**config.mk**
```make
export PLATFORM = sky130hd
export DESIGN_NAME = wrap_diff
export DESIGN_NICKNAME = d
export VERILOG_FILES = /design/src/rtl/wrap_diff.sv
export SDC_FILE = /design/constraint.sdc
export NUM_CORES = 1
export LEC_CHECK = 0
export ABC_AREA = 1
export BUFFER_PORTS_ARGS = -buffer_cell sky130_fd_sc_hd__buf_2
export CAP_MARGIN = 20
export CORE_MARGIN = 4
export CORE_UTILIZATION = 50
export CTS_BUF_LIST = sky130_fd_sc_hd__clkbuf_8
export CTS_CLUSTER_DIAMETER = 80
export DETAILED_ROUTE_END_ITERATION = 6
export GPL_ROUTABILITY_DRIVEN = 0
export GPL_TIMING_DRIVEN = 0
export PLACE_DENSITY = 0.74
export SYNTH_ARGS = -nofsm -noshare
export SYNTH_HDL_FRONTEND = slang
export SYNTH_SLANG_ARGS = --single-unit
export TNS_END_PERCENT = 10
```
**constraint.sdc**
```tcl
create_clock -name clk -period 3.99 [get_ports clk]
set_clock_uncertainty 0.15 [all_clocks]
set_input_delay 0.1995 -clock clk [delete_from_list [all_inputs] [get_ports clk]]
set_output_delay 0.1995 -clock clk [all_outputs]
set_load 0.01 [all_outputs]
```
**src/rtl/wrap_diff.sv**
```systemverilog
module wrap_diff #(
  parameter int W         = 32,
  parameter int CLK_PS    = 5000,
  parameter int SHORT_CYC = 2048,
  parameter int LONG_CYC  = 8192,
  parameter int MAX_ADDS  = 4
) (
  input  logic                clk,
  input  logic                rst_n,
  input  logic                in_valid,
  output logic                in_ready,
  input  logic signed [W-1:0] in_start,
  input  logic signed [W-1:0] in_stop,
  input  logic                in_long_wrap,
  output logic                out_valid,
  input  logic                out_ready,
  output logic signed [W-1:0] out_diff,
  output logic                out_err
);
  localparam int CW = $clog2(MAX_ADDS + 1);
  localparam logic signed [W-1:0] SHORT_PS = W'(SHORT_CYC * CLK_PS);
  localparam logic signed [W-1:0] LONG_PS  = W'(LONG_CYC * CLK_PS);

  logic signed [W-1:0] acc, step, raw, nxt;
  logic [CW-1:0]       cnt;
  logic                busy, ov, err;
  logic                take_in, last;

  assign in_ready  = !busy && (!ov || out_ready);
  assign take_in   = in_valid && in_ready;
  assign raw       = in_stop - in_start;
  assign nxt       = acc + step;
  assign last      = !nxt[W-1] || (cnt == CW'(MAX_ADDS - 1));
  assign out_valid = ov;
  assign out_diff  = acc;
  assign out_err   = err;

  always_ff @(posedge clk) begin
    if (!rst_n) begin
      acc  <= '0;
      step <= '0;
      cnt  <= '0;
      busy <= 1'b0;
      ov   <= 1'b0;
      err  <= 1'b0;
    end else if (take_in) begin
      acc  <= raw;
      step <= in_long_wrap ? LONG_PS : SHORT_PS;
      cnt  <= '0;
      err  <= 1'b0;
      busy <= raw[W-1];
      ov   <= !raw[W-1];
    end else if (busy) begin
      acc <= nxt;
      cnt <= cnt + 1'b1;
      if (last) begin
        busy <= 1'b0;
        ov   <= 1'b1;
        err  <= nxt[W-1];
      end
    end else if (ov && out_ready) begin
      ov <= 1'b0;
    end
  end

  AST_RESET_IDLE: assert property (@(posedge clk) !rst_n |=> !out_valid && in_ready);
  AST_OK_NONNEG: assert property (@(posedge clk) disable iff (!rst_n)
    out_valid && !out_err |-> !out_diff[W-1]);
  AST_BUSY_BLOCKS: assert property (@(posedge clk) disable iff (!rst_n)
    busy |-> !in_ready && !out_valid);
  AST_ADD_LIMIT: assert property (@(posedge clk) disable iff (!rst_n)
    cnt <= CW'(MAX_ADDS));
  AST_ERR_NEG: assert property (@(posedge clk) disable iff (!rst_n)
    out_valid && out_err |-> out_diff[W-1]);
  AST_HOLD_STALL: assert property (@(posedge clk) disable iff (!rst_n)
    out_valid && !out_ready |=> out_valid && $stable(out_diff) && $stable(out_err));
endmodule

```
# [Yosys cells after proc, flatten, opt, wreduce, memory -nomap -nowiden]
# Index checks and enable logic that the tools add are counted.
[classes] muxes=10 add_sub_neg=3 n_reduce_logical=14 eq_ne=2 n_bitwise=1
[op_table] cell="$mux W32" n=2
[op_table] cell="$add A32 B32 Y32" n=1
[op_table] cell="$sub A32 B32 Y32" n=1
[op_table] cell="$mux W26" n=1
[op_table] cell="$mux W1" n=7
[op_table] cell="$logic_not A1 Y1" n=4
[op_table] cell="$reduce_and A2 Y1" n=2
[op_table] cell="$add A3 B1 Y3 const B" n=1
[op_table] cell="$eq A3 B2 Y1 const B" n=1
[op_table] cell="$logic_and A1 B1 Y1" n=3
[op_table] cell="$ne A3 B1 Y1 const B" n=1
[op_table] cell="$reduce_bool A3 Y1" n=1
[op_table] cell="$logic_or A1 B1 Y1" n=2
[op_table] cell="$reduce_bool A2 Y1" n=1
[op_table] cell="$reduce_or A2 Y1" n=1
[op_table] cell="$not A1 Y1" n=1
[totals] wordCells=36 in_bits=69 reg_bits=70 out_inout_bits=35

# [Longest topological paths before layout]
# Gate-level depths: netlist (run 1).
[depth] ltp_word=6 mapped_depth=17 mapped_depth_nobuf=17

# [Least setup slack after synthesis (run 1)]
# OpenSTA, ideal clock, no wires.
[synth_timing] path_type="input to register" from="in in_stop[0]" to="reg acc[14], in the netlist out_diff[14]" setup_time_ps=123 n_path_buf=0 t_required_ps=3717 t_arrival_ps=1647 path_slack_ps=2070 path_stages=13 cell_sequence="inv_1 > ha_1 > inv_1 > fa_1 > nand3_1 > nand2_2 > nand2_1 > nand2_2 > nand3_1 > nand2_1 > or2_2 > nand3_1 > a21oi_1"
[synth_via] elab_chain_cells=2
[synth_rtl] element="start: declaration" line="13" source="input logic signed [W-1:0] in_stop,"
[synth_rtl] element="$sub A32 B32 Y32" line="31" source="assign raw = in_stop - in_start;"
[synth_rtl] element="$mux W32" line="46" source="end else if (take_in) begin"
[synth_rtl] element="end signal: assignment" line="47" source="acc <= raw;"
[synth_rtl] element="end signal: assignment" line="54" source="acc <= nxt;"
[synth_rtl] element="end: declaration" line="24" source="logic signed [W-1:0] acc, step, raw, nxt;"
# Every way passes these cells.
# A chain may end at the register's enable or synchronous reset.

# [Worst setup path after layout (run 1)]
[layout_timing] from="reg step[23]" to="reg acc[24], in the netlist out_diff[24]"
[layout_via] elab_chain_cells=3
[layout_rtl] element="start: declaration" line="24"
[layout_rtl] element="start signal: assignment" line="48" source="step <= in_long_wrap ? LONG_PS : SHORT_PS;"
[layout_rtl] element="$add A32 B32 Y32" line="32" source="assign nxt = acc + step;"
[layout_rtl] element="$mux W32" line="53" source="end else if (busy) begin"
[layout_rtl] element="$mux W32" line="46"
# Every way passes these cells. The select of a mux whose other input is x is not followed.

==> out/results.txt, run 1 <==
The worst path meets setup with 1.832 ns of slack. The longest clock path from root to sink contains 2 buffers. The fraction of registers with async set/reset was 0.

Type of the worst setup path: flip-flop to flip-flop. In this run, post-CTS repair resized a total of 0 instances. For hold timing, the worst endpoint is out_diff[0]. The final non-filler cell total is 1,061.

The final instance area is 5583 sq um. The net switching share of the total power works out to 0.4175. The clock insertion delay at the later pin of the skew report is 0.30 ns. The number of antenna diodes in the final layout is 0.

After synthesis, the cell types taking the most area are nand2_1 (18%), dfxtp_1 (17%), inv_1 (11%), ha_1 (11%), a21oi_1 (7.6%). The slew at the pin closest to its max-slew limit came out at 0.5215 ns. For the combinational group share of total power, the log shows 0.482. The run gives 0.189 as the share of power burned in the clock network. Once placement finished, the instance area stood at 5477 sq um. The fraction of the cycle the final worst path needs is 0.5408.

Among all flip-flop cells after synthesis, the most frequent one is dfxtp_1. Worst reg2reg path startpoint: step[23]. In this run the post-CTS setup repair buffer count came out at 0. After synthesis, the largest family of logic cells by area is simple AND/OR/NAND/NOR gates. The average cell area after synthesis was 5.852 sq um. The kind of path behind the tightest hold check was input port to flip-flop.

The final layout contains 1,044 nets. The aggregate global-route resource usage is 0.2342, and the routed wirelength normalized by instance count is 12.18 um. In the synthesized netlist, the number of instances is 821. From synthesis to final layout, the design area changed by 16.20%.

The largest fanout of any net on the critical path works out to 5. The via count of the first global-routing pass is 4,793. The tools report the type of origin of the critical path as a flip-flop. Once detailed placement completed, the half-perimeter wirelength came to 11.01 mm. The tools report the floorplan row count as 35.

The highest ir drop seen on vdd was 0.1341 mV; the internal power summed over all cells was 0.8879 mW. nand2_1 is the most common cell in the netlist. TritonCTS built the clock tree.

The final-report max-slew violation count is 0. The post-synthesis cell type count came out at 44. Summing over every cut layer, the via total after detailed routing is 5,299.

The accumulated negative setup slack is 0 ns. The power per cell area was 273.0 nW/um^2; the number of sinks on the clock net was 41. The simple-gate area share of the yosys netlist was 0.3693.

The logs give 0.5175 for the initial core utilization and 0 for the number of hold-slack violations in the final timing report. For the worst setup path, the data required time is 4.03 ns. In this run the cell area of the synthesized design comes to 4805 sq um. The layout cell share with drive strength beyond 1 is 0.1953, and the minimum setup slack among reg-to-reg paths is 1.83 ns. The run gives 0.330 as the power share of the sequential group.

The first TritonRoute pass finished after 5 iterations. The headroom to the max-slew limit was 0.6523. Timing startpoint of the critical path: step[23]. The die is 106.0 um wide. The first global-routing pass estimated 21.90 mm of wire. The register bit count reported by yosys was 41. Count of buffers from port buffering: 102. After detailed routing, the number of remaining DRC violations is 0. Entering global routing, the biggest net connects 14 pins.

The minimum clock period after layout works out to 2.158 ns. CTS built an H-tree with a depth of 2. By count the netlist is led by nand2_1 (225), inv_1 (145), a21oi_1 (73), nand3_1 (66), nor2_1 (59). Master cell of the clock root buffer: clkbuf_8. For the boundary pin count, the log shows 104. Setup repair after global routing left no endpoint under its margin.

For this block, the routed nets add up to 12.92 mm of wire. The worst setup path is captured at a flip-flop. Yosys printed 0 warnings.

The placeable core area came out at 9284 sq um. The run finished with clean final reports. The instance count along the most critical hold path is 3. After clock tree synthesis, the clock-pin slew on the worst setup and hold paths is 0.08 ns. The sum of overflow across all layers after global routing came out at 0. Summed over all cells, the static leakage comes to 3.162 nW. The synthesized design spends more area on one cell type than any other, namely nand2_1. The xor-xnor portion of the synthesized cell area was 0.02734; the number of enable-type register cells in the synthesized netlist was 0.

In this run the vertical extent of the chip is 106.0 um. The post-placement cell count was 1,052; the number of buffers created by CTS was 5. Timing analysis after detailed placement gives a worst setup slack of 1.784 ns. The tools report the data arrival at the endpoint of the critical path as 2.20 ns. Timing-limited maximum frequency: 463.4 MHz. The synthesized-area fraction occupied by ao, oa, aoi and oai cells was 0.1628. The fraction of the mapped netlist area in adder cells works out to 0.1161. The top cell type's share of synthesized area works out to 0.1758.

The floorplan step defined a die boundary enclosing 11,240 sq um. The tools report the count of nets left with antenna violations after detail routing as 0. Number of cells on the worst reg-to-reg path: 13. The post-synthesis mux area share came out at 0. The tool flagged a number of max-cap violations equal to 0.

The initial antenna violation count is 0. In this run the most critical hold path is launched from in_start[0]. For this design the total switching power over the nets is 0.6365 mW. The sequential element share of the synthesized area was 0.1708.

First-iteration detailed-routing DRC count: 226. The end of the worst register-to-register path is out_diff[24]. Setup violations remaining at the end of the flow were counted as 0. The post-detailed-route via-to-cell ratio came out at 4.994. The tools report the net count after synthesis as 934.
-- worst max-delay path, stage by stage (launching register included) --
cell	delay, ns
dfxtp_1	0.46
ha_1	0.22
ha_1	0.18
nand2_1	0.08
nand2_1	0.06
nand2_1	0.06
o21ai_1	0.31
nand2_1	0.10
nor2_1	0.14
nor2_1	0.05
nand2_1	0.05
nand3_1	0.07
nand2_1	0.08
a21oi_1	0.05
-- flip-flops by register name, indices dropped and copies added, names as in the netlist --
name / cells
out_err: 1
busy: 1
cnt: 3
step: 3
out_valid: 1
out_diff: 32
-- power groups by stage --
| stage | clock [mW] | combinational, mW | sequential, mW |
|---|---|---|---|
| 4_1_cts | 0.296 | 0.731 | 0.501 |
| 3_3_place_gp | 0 | 0.720 | 0.511 |
| 2_1_floorplan | 0 | 0.510 | 0.513 |
| 5_1_grt | 0.311 | 0.832 | 0.510 |
| 3_5_place_dp | 0 | 0.726 | 0.511 |
| 6_report | 0.288 | 0.734 | 0.502 |
-- cell type report --
type / instances / area (sq um)
multi-input combinational: 602 / 3246
timing repair buffer: 103 / 520.5
fill: 1018 / 3701
sequential: 41 / 820.8
clock buffer: 6 / 82.58
tap: 129 / 161.4
clock inverter: 2 / 13.76
buffer: 26 / 165.2
inverter: 152 / 573.1
-- per-stage QoR --
stage	power, mW	hold slack (ns)	utilization
2_1_floorplan	1.022	0.1389	-
3_3_place_gp	1.231	0.2400	0.5899
3_5_place_dp	1.237	0.2460	0.5899
4_1_cts	1.528	0.04854	0.6013
5_1_grt	1.654	0.07749	0.6013
6_report	1.524	0.05256	0.6013
-- routing by layer --
metal  up-vias  share of wire  GRT usage
met5         -              0          0
met4         0          0.022    0.06290
met3        27          0.057    0.02672
met2       151           0.45     0.3948
met1      2308           0.47     0.3170
li1       2813              -          -
-- worst max path at each step --
stage | slack, ns | endpoint
finish | 1.83 | out_diff[24]
floorplan | 2.07 | out_diff[14]
detailed placement | 1.78 | out_diff[14]
CTS | 1.86 | out_diff[24]
global placement | 1.79 | out_diff[14]
global route | 1.66 | out_diff[24]
-- kinds of logic (layout without fill, tap and decap cells) --
kind of cell    after synthesis  after routing
xor+xnor                     15             15
compound gates              141            141
buf+inv                     178            289
fa+ha+maj                    44             44
simple gates                402            402
flops                        41             41
-- cell usage in the layout, fill, tap and decap left out, drive strengths merged --
| cell type | n |
|---|---|
| a211o | 1 |
| a211oi | 1 |
| a21o | 2 |
| a21oi | 77 |
| a22oi | 3 |
| a31o | 1 |
| a31oi | 3 |
| and2 | 1 |
| buf | 125 |
| clkbuf | 9 |
| clkinv | 3 |
| dfxtp | 41 |
| dlygate4sd3 | 1 |
| fa | 1 |
| ha | 43 |
| inv | 151 |
| nand2 | 241 |
| nand2b | 1 |
| nand3 | 67 |
| nand3b | 2 |
| nand4 | 7 |
| nor2 | 69 |
| nor3 | 6 |
| o211ai | 1 |
| o21a | 1 |
| o21ai | 45 |
| o21bai | 6 |
| or2 | 8 |
| xnor2 | 15 |
-- what timing repair did --
action	CTS	global route
setup endpoints to repair	0	0
hold endpoints to repair	1	0
hold buffers	1	0
Note: power is estimated with default switching activity, not from simulation.
==> run 2: changes to the inputs <==
Settings changed: PLACE_DENSITY 0.74 to 0.77.
Clock period 3.99 ns to 1.9 ns, I/O delays scaled along.
==> out/results.txt, run 2 (synthesized netlist as in run 1, its figures left out) <==
The flow ran to the end, but the final reports show violations. The checks that failed: setup timing. The clock drives 41 sinks. The first-iteration detailed-routing DRC count came out at 302. The leading cell type in the layout, fill and taps excluded is nand2_1. The routed wirelength normalized by instance count is 13.06 um, and the required time reported for the critical path endpoint is 1.98 ns.

In this run the top signal layer used is met4. The minimum clock period after layout is 1.954 ns, and the area after detailed placement is 5477 sq um. For the smallest setup slack after layout, the log shows -0.05372 ns. The library cells used most frequently in the layout, excluding fill and tap cells, are nand2_1 (210), inv_1 (142), buf_2 (108). After clock tree synthesis, the clock-pin slew on the worst setup and hold paths is 0.09 ns. In this run the tool buffered the top-level ports with 102 buffer cells. The tree is rooted in a clkbuf_8. The critical path ends at out_diff[28]. The run gives 14.04 mm as the post-detailed-routing wire length. Counting instances, the worst hold path has a depth of 3.

TritonCTS built the clock tree. The number of cells on the worst reg-to-reg path is 10. The run gives 0 as the number of hold-slack violations in the final timing report. The tools report the worst reg2reg path startpoint as step[22]. The run gives -0.2860 ns as the setup slack after placement. The net count of the finished layout is 1,058.

The run gives 0 as the initial antenna violation count. The wire-length estimate of the detail-placed layout is 10.88 mm. In this run the static leakage power is 3.312 nW. Setup repair after global routing could not meet its margin everywhere. The run gives 0.3263 mV as the highest ir drop seen on vdd. The maximum number of buffers from clock root to sink is 2. CTS built an H-tree with a depth of 2. Pin placement for this block handled 104 I/O pins.

STA classifies the critical path startpoint as a flip-flop. The headroom to the max-slew limit was 0.5650. Once layout is done, the placed cells without fillers occupy 6075 sq um. The placeable core area was 9284 sq um. The minimum setup slack among reg-to-reg paths is -0.05 ns, and the worst hold margin is 0.09428 ns. The logs give 22.33 mm for the first-pass GRT wire length and 0 for the sum of overflow across all layers after global routing. The element type at the critical path end was a flip-flop. The overall power is 3.560 mW. For the total number of vias, the log shows 5,470.

The antenna diode count came out at 0. Entering global routing, the biggest net connects 14 pins. At the pin with the least slew margin, the transition time is 0.6525 ns. The initial core utilization came out at 0.5175.

The tools report the via count of the first global-routing pass as 4,974. Flip-flop count of the largest register after layout: 32. For this design the ratio of total power to cell area is 586.0 nW/um^2.

The layout cell share with drive strength beyond 1 was 0.2632. After detailed routing, the met3 layer carries 939 um of wire. For the aggregate global-route resource usage, the log shows 0.2385. The post-detailed-route DRC marker count was 0; the clock insertion delay at the later pin of the skew report was 0.31 ns. The worst hold path belongs to the class input port to flip-flop. Setup violations remaining at the end of the flow were counted as 4. The run gives 6.184 mm as the met1 wire length. Clock tree synthesis inserted a total of 5 buffers. In this run the worst path has a maximum fanout of 5. The number of maximum-capacitance constraint violations was 0; the count of nets left with antenna violations after detail routing was 0. Using the TritonRoute via totals, the vias-per-cell ratio works out to 5.088. The run gives 7 as the number of iterations in the first detailed-routing pass. The tools report the timing startpoint of the critical path as step[22].

The floorplan step set the die width to 106.0 um. After floorplanning, the core was divided into 35 placement rows. The routed design uses 6.608 mm of met2 wire. The worst setup path is of the flip-flop to flip-flop kind. For this run, the top clock speed supported by timing is 511.8 MHz. Fraction of the cycle the final worst path needs: 1.028. The data arrival at the endpoint of the critical path came out at 2.04 ns.

The die covers 11,240 sq um. The final-report max-slew violation count is 0, and the area growth from synthesis to layout is 26.43%. The die boundary height is 106.0 um. The endpoint identified for the worst register-to-register timing path is out_diff[28].
==> run 2: cell count changes in the layout (fill, tap and decap cells not counted), moves of 5 or more <==
cell | previous run | this run
a21oi_1 | 73 | 68
buf_4 | 16 | 26
dfxtp_1 | 41 | 35
ha_1 | 43 | 33
ha_4 | 0 | 10
nand2_1 | 225 | 210
nand2_2 | 16 | 24
nand2_4 | 0 | 7
nor2_1 | 59 | 52
==> run 2: repair_timing <==
item / CTS / global route
hold buffers: 3 / 0
gates resized for setup: 27 / 55
buffers inserted: 3 / 9
endpoints found under the setup margin: 16 / 17
pin swaps: 8 / 30
hold endpoints to repair: 11 / 0
==> run 2: metrics by stage <==
step / utilization / setup TNS, ns / instances
2_1_floorplan: - / 0 / 821
3_3_place_gp: 0.5899 / -1.750 / 1052
3_5_place_dp: 0.5899 / -2.252 / 1052
4_1_cts: 0.6263 / -0.02964 / 1066
5_1_grt: 0.6543 / -1.285 / 1075
6_report: 0.6543 / -0.1525 / 1075
==> run 2: routing by layer <==
| layer | track usage | vias to the layer above |
|---|---|---|
| li1 | - | 2845 |
| met1 | 0.3150 | 2403 |
| met2 | 0.4112 | 193 |
| met3 | 0.02368 | 29 |
| met4 | 0.07031 | 0 |
| met5 | 0 | - |
==> run 2: critical path, stage by stage (launching register included) <==
cell     delay, ns
dfxtp_4       0.45
ha_4          0.25
a21oi_2       0.19
nor2_1        0.09
nor2_1        0.13
inv_1         0.09
a21oi_1       0.18
nand2_1       0.07
nand3_1       0.07
nand3_1       0.08
a21oi_1       0.14
==> run 2: how the worst min path moves through the flow <==
| stage | end | start | slack (ns) |
|---|---|---|---|
| detailed placement | step[23] | in_long_wrap | 0.15 |
| CTS | out_diff[0] | rst_n | 0.07 |
| global route | out_diff[0] | rst_n | 0.09 |
| floorplan | step[23] | in_long_wrap | 0.03 |
| global placement | step[23] | in_long_wrap | 0.14 |
| finish | out_diff[0] | rst_n | 0.09 |
==> run 2: cell type report <==
| type | instances | area, sq um |
|---|---|---|
| multi-input cells | 602 | 3576 |
| fillers | 896 | 3209 |
| flip-flops and latches | 41 | 835.8 |
| repair buffers | 117 | 646.9 |
| inverters | 152 | 578.1 |
| plain buffers | 26 | 165.2 |
| well taps | 129 | 161.4 |
| clock buffers | 5 | 68.82 |
| clock inverters | 3 | 42.54 |
==> run 2: report_power, final <==
part	total [mW]	leakage (nW)	switching, mW	internal [mW]
registers	1.09	0.342	0.125	0.966
logic	1.75	2.91	1.02	0.726
clock network	0.718	0.0595	0.329	0.389
